**config.mk**
```make
export PLATFORM = sky130hd
export DESIGN_NAME = shift_rotate_engine
export DESIGN_NICKNAME = d
export VERILOG_FILES = /design/src/rtl/sre_pkg.sv /design/src/rtl/sre_req_decode.sv /design/src/rtl/sre_fsm.sv /design/src/rtl/sre_bit_step.sv /design/src/rtl/shift_rotate_engine.sv
export SDC_FILE = /design/constraint.sdc
export NUM_CORES = 1
export LEC_CHECK = 0
export CAP_MARGIN = 20
export CORE_MARGIN = 2
export CORE_UTILIZATION = 52
export CTS_CLUSTER_DIAMETER = 120
export CTS_CLUSTER_SIZE = 25
export DETAILED_ROUTE_END_ITERATION = 6
export GPL_TIMING_DRIVEN = 1
export PLACE_DENSITY_LB_ADDON = 0.15
export SKIP_LAST_GASP = 1
export SYNTH_ARGS = -nofsm -noshare
export SYNTH_HDL_FRONTEND = slang
export SYNTH_SLANG_ARGS = --single-unit
```
**constraint.sdc**
```tcl
create_clock -name clk -period 3 [get_ports clk]
set_input_delay 0.3 -clock clk [delete_from_list [all_inputs] [get_ports clk]]
set_output_delay 0.3 -clock clk [all_outputs]
set_load 0.02 [all_outputs]
```
**src/rtl/sre_pkg.sv**
```systemverilog
package sre_pkg;
    localparam int DATA_W = 32;
    localparam int CNT_W  = 6;

    typedef enum logic [1:0] {
        SZ_BYTE = 2'd0,
        SZ_WORD = 2'd1,
        SZ_LONG = 2'd2
    } size_e;

    typedef enum logic [1:0] {
        OP_ARITH = 2'd0,
        OP_LOGIC = 2'd1,
        OP_ROT   = 2'd2,
        OP_ROTX  = 2'd3
    } op_e;

    typedef enum logic [1:0] {
        ST_IDLE = 2'd0,
        ST_PREP = 2'd1,
        ST_STEP = 2'd2,
        ST_DONE = 2'd3
    } state_e;
endpackage

```
**src/rtl/sre_req_decode.sv**
```systemverilog
module sre_req_decode
    import sre_pkg::*;
#(
    parameter int CNT_IN_W   = 8,
    parameter int BASE_SHORT = 6,
    parameter int BASE_LONG  = 8,
    parameter int MEM_TOTAL  = 8,
    parameter int WAIT_W     = 4
) (
    input  logic [1:0]          size_i,
    input  logic                mem_i,
    input  logic [CNT_IN_W-1:0] count_i,
    output size_e               sz_o,
    output logic                reject_o,
    output logic [CNT_W-1:0]    steps_o,
    output logic [WAIT_W-1:0]   wait_o
);
    always_comb begin
        if (size_i[1]) begin
            sz_o = SZ_LONG;
        end else if (size_i[0]) begin
            sz_o = SZ_WORD;
        end else begin
            sz_o = SZ_BYTE;
        end

        reject_o = mem_i && (sz_o == SZ_LONG);

        if (mem_i) begin
            // one bit takes two clocks of the fixed total
            steps_o = CNT_W'(1);
            wait_o  = WAIT_W'(MEM_TOTAL - 3);
        end else begin
            steps_o = count_i[CNT_W-1:0];
            wait_o  = (sz_o == SZ_LONG) ? WAIT_W'(BASE_LONG - 1)
                                        : WAIT_W'(BASE_SHORT - 1);
        end
    end
endmodule

```
**src/rtl/sre_fsm.sv**
```systemverilog
module sre_fsm
    import sre_pkg::*;
#(
    parameter int WAIT_W = 4
) (
    input  logic              clk,
    input  logic              rst_n,
    input  logic              start_i,
    input  logic              reject_i,
    input  logic [CNT_W-1:0]  steps_i,
    input  logic [WAIT_W-1:0] wait_i,
    output logic              load_o,
    output logic              shift_o,
    output logic              busy_o,
    output logic              done_o,
    output logic              reject_o
);
    state_e            state, state_n;
    logic [WAIT_W-1:0] wait_cnt;
    logic [CNT_W-1:0]  bits_left;
    logic              phase;
    logic              rej_q;
    logic              accept;

    assign accept = (state == ST_IDLE) && start_i && !reject_i;

    always_comb begin
        state_n = state;
        unique case (state)
            ST_IDLE: if (accept) state_n = ST_PREP;
            ST_PREP: if (wait_cnt == '0) state_n = (bits_left != '0) ? ST_STEP : ST_DONE;
            ST_STEP: if (phase && bits_left == CNT_W'(1)) state_n = ST_DONE;
            ST_DONE: state_n = ST_IDLE;
        endcase
    end

    always_ff @(posedge clk or negedge rst_n) begin
        if (!rst_n) begin
            state     <= ST_IDLE;
            wait_cnt  <= '0;
            bits_left <= '0;
            phase     <= 1'b0;
            rej_q     <= 1'b0;
        end else begin
            state <= state_n;
            rej_q <= (state == ST_IDLE) && start_i && reject_i;
            unique case (state)
                ST_IDLE: begin
                    if (accept) begin
                        wait_cnt  <= wait_i;
                        bits_left <= steps_i;
                        phase     <= 1'b0;
                    end
                end
                ST_PREP: begin
                    if (wait_cnt != '0) wait_cnt <= wait_cnt - 1'b1;
                end
                ST_STEP: begin
                    phase <= ~phase;
                    if (phase) bits_left <= bits_left - 1'b1;
                end
                ST_DONE: ;
            endcase
        end
    end

    always_comb begin
        load_o   = accept;
        shift_o  = (state == ST_STEP) && phase;
        busy_o   = (state == ST_PREP) || (state == ST_STEP);
        done_o   = (state == ST_DONE);
        reject_o = rej_q;
    end

    AST_DONE_SINGLE: assert property (@(posedge clk) disable iff (!rst_n)
        done_o |=> !done_o);
    AST_STEP_HAS_BITS: assert property (@(posedge clk) disable iff (!rst_n)
        (state == ST_STEP) |-> (bits_left != '0));
    AST_REJECT_QUIET: assert property (@(posedge clk) disable iff (!rst_n)
        reject_o |-> (!busy_o && !done_o));
endmodule

```
**src/rtl/sre_bit_step.sv**
```systemverilog
module sre_bit_step
    import sre_pkg::*;
(
    input  logic [DATA_W-1:0] acc_i,
    input  size_e             sz_i,
    input  op_e               op_i,
    input  logic              left_i,
    input  logic              xb_i,
    output logic [DATA_W-1:0] acc_o,
    output logic              out_o
);
    logic [4:0]        msb;
    logic [DATA_W-1:0] mask;
    logic [DATA_W-1:0] low;
    logic [DATA_W-1:0] sh;
    logic              fill;

    always_comb begin
        unique case (sz_i)
            SZ_BYTE: msb = 5'd7;
            SZ_WORD: msb = 5'd15;
            default: msb = 5'd31;
        endcase
        mask = {DATA_W{1'b1}} >> (5'd31 - msb);
        low  = acc_i & mask;
        if (left_i) begin
            out_o = low[msb];
            unique case (op_i)
                OP_ROT:  fill = low[msb];
                OP_ROTX: fill = xb_i;
                default: fill = 1'b0;
            endcase
            sh = (low << 1) | DATA_W'(fill);
        end else begin
            out_o = low[0];
            unique case (op_i)
                OP_ARITH: fill = low[msb];
                OP_LOGIC: fill = 1'b0;
                OP_ROT:   fill = low[0];
                OP_ROTX:  fill = xb_i;
            endcase
            sh = (low >> 1) | (DATA_W'(fill) << msb);
        end
        acc_o = (sh & mask) | (acc_i & ~mask);
    end
endmodule

```
**src/rtl/shift_rotate_engine.sv**
```systemverilog
module shift_rotate_engine
    import sre_pkg::*;
#(
    parameter int CNT_IN_W   = 8,
    parameter int BASE_SHORT = 6,
    parameter int BASE_LONG  = 8,
    parameter int MEM_TOTAL  = 8
) (
    input  logic                clk,
    input  logic                rst_n,
    input  logic                start_i,
    input  logic                mem_i,
    input  logic [1:0]          size_i,
    input  logic [1:0]          op_i,
    input  logic                left_i,
    input  logic [CNT_IN_W-1:0] count_i,
    input  logic                x_i,
    input  logic [31:0]         operand_i,
    output logic [31:0]         result_o,
    output logic                carry_o,
    output logic                xflag_o,
    output logic                done_o,
    output logic                busy_o,
    output logic                reject_o
);
    localparam int BASE_MAX = (BASE_LONG > BASE_SHORT) ? BASE_LONG : BASE_SHORT;
    localparam int WAIT_W   = $clog2(BASE_MAX + 1);

    size_e             sz_dec, sz_q;
    op_e               op_q;
    logic              left_q;
    logic              rej_dec;
    logic [CNT_W-1:0]  steps_dec;
    logic [WAIT_W-1:0] wait_dec;
    logic              load_en, shift_en;
    logic [DATA_W-1:0] acc, acc_nxt;
    logic              cb, xb, out_bit;

    sre_req_decode #(
        .CNT_IN_W  (CNT_IN_W),
        .BASE_SHORT(BASE_SHORT),
        .BASE_LONG (BASE_LONG),
        .MEM_TOTAL (MEM_TOTAL),
        .WAIT_W    (WAIT_W)
    ) u_dec (
        .size_i  (size_i),
        .mem_i   (mem_i),
        .count_i (count_i),
        .sz_o    (sz_dec),
        .reject_o(rej_dec),
        .steps_o (steps_dec),
        .wait_o  (wait_dec)
    );

    sre_fsm #(.WAIT_W(WAIT_W)) u_fsm (
        .clk     (clk),
        .rst_n   (rst_n),
        .start_i (start_i),
        .reject_i(rej_dec),
        .steps_i (steps_dec),
        .wait_i  (wait_dec),
        .load_o  (load_en),
        .shift_o (shift_en),
        .busy_o  (busy_o),
        .done_o  (done_o),
        .reject_o(reject_o)
    );

    sre_bit_step u_step (
        .acc_i (acc),
        .sz_i  (sz_q),
        .op_i  (op_q),
        .left_i(left_q),
        .xb_i  (xb),
        .acc_o (acc_nxt),
        .out_o (out_bit)
    );

    always_ff @(posedge clk or negedge rst_n) begin
        if (!rst_n) begin
            acc    <= '0;
            cb     <= 1'b0;
            xb     <= 1'b0;
            sz_q   <= SZ_BYTE;
            op_q   <= OP_ARITH;
            left_q <= 1'b0;
        end else if (load_en) begin
            acc    <= operand_i;
            cb     <= (op_e'(op_i) == OP_ROTX) ? x_i : 1'b0;
            xb     <= x_i;
            sz_q   <= sz_dec;
            op_q   <= op_e'(op_i);
            left_q <= left_i;
        end else if (shift_en) begin
            acc <= acc_nxt;
            cb  <= out_bit;
            if (op_q != OP_ROT) xb <= out_bit;
        end
    end

    assign result_o = acc;
    assign carry_o  = cb;
    assign xflag_o  = xb;

    AST_BYTE_UPPER_HELD: assert property (@(posedge clk) disable iff (!rst_n)
        (busy_o && sz_q == SZ_BYTE) |=> (acc[31:8] == $past(acc[31:8])));
    AST_ROT_X_HELD: assert property (@(posedge clk) disable iff (!rst_n)
        (busy_o && op_q == OP_ROT) |=> $stable(xb));
    AST_ROTX_CARRY_EQ_X: assert property (@(posedge clk) disable iff (!rst_n)
        (done_o && op_q == OP_ROTX) |-> (cb == xb));
endmodule

```
==> results.yml <==
route:
  via_count: 2904
  drtPass1Iterations: 4
  via_per_inst: 5.63
  drt_iter0_drc: 122
  drcViolationCount: 0
  wl_per_cell_um: 15.1
  totalWireLength_um: 7780
  ant_nets: 0
die:
  row_count: 28
  fp.coreArea_mm2: 0.00589
  dieArea_mm2: 0.00671
  die_y_um: 81.9
  start_util_pct: 53.6
  die_w_um: 81.9
  pin_count: 87
worst_setup_path:
  cp.required_ns: 3.19
  critPathKind: "flip-flop to flip-flop"
  crit_arrival_ns: 2.45
  cp-end-kind: "flip-flop"
  cp_max_fo: 13
  critPathLaunchType: "flip-flop"
sta:
  setup_slack_ns: 0.743
  rsz0062_at_grt: "false"
  whs_ns: 0.0129
  relSlewSlack_pct: 37.2
  setup_viol: 0
  hold_viol_final: 0
  tightest_slew_ns: 0.943
  drv_slew: 0
  finalClockSkew_ns: 0.0116
  period_minus_slack_ns: 2.26
  timing.final.crit_share_pct: 75.2
  setup_tns_ns: 0
  max_freq_mhz: 443
clock_network:
  post_cts_buffers: 0
  tritoncts: "built"
  cts_made_buffers: 5
  clock_sinks: 53
  cts_hold_buf: 0
  clk-insertion-delay-late_ns: 0.31
  h-tree-depth: 2
  cts.clk_slew.worst_paths_ns: 0.09
  clockRootBuffer: "clkbuf_8"
  clockBufferDepth: 2
  post_cts_resized: 0
synthesis:
  synthArstFlopShare_pct: 100
  post_synth_inst_count: 366
  syn_area_mm2: 0.00316
  ys_seq_elements: 53
  ys_seq_area_share_pct: 42.0
  synthesis.nets: 425
  ys.flop_type: "dfrtp_1"
  post_synth_num_cell_types: 51
  synth-edff-count: 0
  avgSynthCellArea_um2: 8.62
  yosysWarningCount: 0
pwr:
  netSwitchingFraction_pct: 19.6
  clkPwrFrac_pct: 38.4
  p_seq_share_pct: 55.1
  power.total_uw: 1300
  powerDensity_mw_per_mm2: 312
  p_leak_uw: 0.00184
  power_switching_uw: 254
  p_comb_share_pct: 6.5
  internal_power_uw: 1040
  ir_drop_mv: 0.219
job:
  max_cap_viol_count: 0
place:
  gp_congestion: 0.800
  place.port_buffers: 84
  dp_hpwl_um: 5560
  place_ws_ns: 0.768
global_route:
  grt_pass1_vias: 2765
  antenna_found_initial: 0
  grt_max_degree: 41
  grt_overflow_total: 0
  grtUsageTotal_pct: 24.3
  grt_pass1_wl_um: 12700
layout:
  drive_above_1_share_pct: 5.22
  layout_commonest_cell: "clkdlybuf4s50_1"
  n_antenna_cell: 0
  fin_nets: 499
  fin_util_pct: 70.6
  final_cell_mix: "clkdlybuf4s50_1, nand2_1, dfrtp_1"
  area_growth_pct: 31.7
outcome:
  run_status: "finished, final reports clean"
hold_path:
  min_path_type: "input port to asynchronous set/reset pin"
-- kinds of logic (layout without fill, tap and decap cells) --
logic type      count (synthesis)  after routing  synth area share [%]
buf+inv                        38            113                  5.19
flops                          53             53                  42.0
compound gates                113            113                  22.0
fa+ha+maj                       9              9                  3.57
mux                            34             34                  11.0
simple gates                  119            119                  16.3
-- power by group through the flow --
stage | Combinational (µW) | Clock [µW] | Sequential, µW
4_1_cts | 85.8 | 507 | 714
3_5_place_dp | 85.0 | 0 | 728
6_report | 84.3 | 497 | 714
5_1_grt | 92.1 | 533 | 714
3_3_place_gp | 85.1 | 0 | 728
2_1_floorplan | 3.78 | 0 | 728
-- synth_stat cells (all sizes together) (2+ instances only) --
cell | instances | area, µm²
nand2 | 60 | 225
dfrtp | 53 | 1330
a21oi | 36 | 180
o21ai | 36 | 184
nor2 | 35 | 131
mux2i | 32 | 320
inv | 17 | 63.8
clkbuf | 11 | 41.3
buf | 10 | 58.8
ha | 9 | 113
o211ai | 7 | 52.6
nand3 | 6 | 35.0
a31oi | 5 | 31.3
o22ai | 5 | 31.3
a32oi | 3 | 26.3
nor2b | 3 | 18.8
o2111ai | 3 | 26.3
or3 | 3 | 18.8
a22o | 2 | 17.5
a31o | 2 | 17.5
and2 | 2 | 12.5
mux2 | 2 | 26.3
nand2b | 2 | 12.5
nor3 | 2 | 10.0
or2b | 2 | 17.5
-- critical path, stage by stage (launching register included) --
cell and delay (ns):
dfrtp_1 0.39, inv_1 0.10, ha_1 0.30, and2_1 0.25, o22ai_1 0.65, o21ai_0 0.20
a222oi_1 0.24
-- per-stage QoR --
| stage | cell area [µm²] | instances |
|---|---|---|
| 3_5_place_dp | 4040 | 508 |
| 2_1_floorplan | 3160 | 366 |
| 6_report | 4160 | 516 |
| 4_1_cts | 4160 | 516 |
| 3_3_place_gp | 4040 | 508 |
| 5_1_grt | 4160 | 516 |
-- worst paths after layout --
kind	startpoint	to	slack [ns]	cells after the start
setup / recovery	u_fsm.state[0]	u_fsm.bits_left[5]	0.74	6
hold / removal	rst_n	asynchronous set/reset pin	0.01	1
setup reg to reg	u_fsm.state[0]	u_fsm.bits_left[5]	0.74	6
hold reg to reg	u_fsm.wait_cnt[0]	u_fsm.wait_cnt[0]	0.52	1
max in group asynchronous	rst_n	u_fsm.bits_left[3]	2.20	2
min in group clk	operand_i[10]	flip-flop	0.51	3
-- layer usage --
layer | part of all wire [%] | track usage [%]
met5 | 0 | 0
met4 | 1.1 | 6.33
met3 | 5.7 | 5.60
met2 | 49 | 40.4
met1 | 44 | 32.1
-- layout make-up --
type / instances / area (µm²)
clock buffer: 7 / 86.3
multi-input combinational: 275 / 1680
timing repair buffer: 88 / 878
clock inverter: 1 / 30.0
tap: 75 / 93.8
fill: 497 / 1730
sequential: 53 / 1330
inverter: 17 / 63.8
Note: power is estimated with default switching activity, not from simulation.
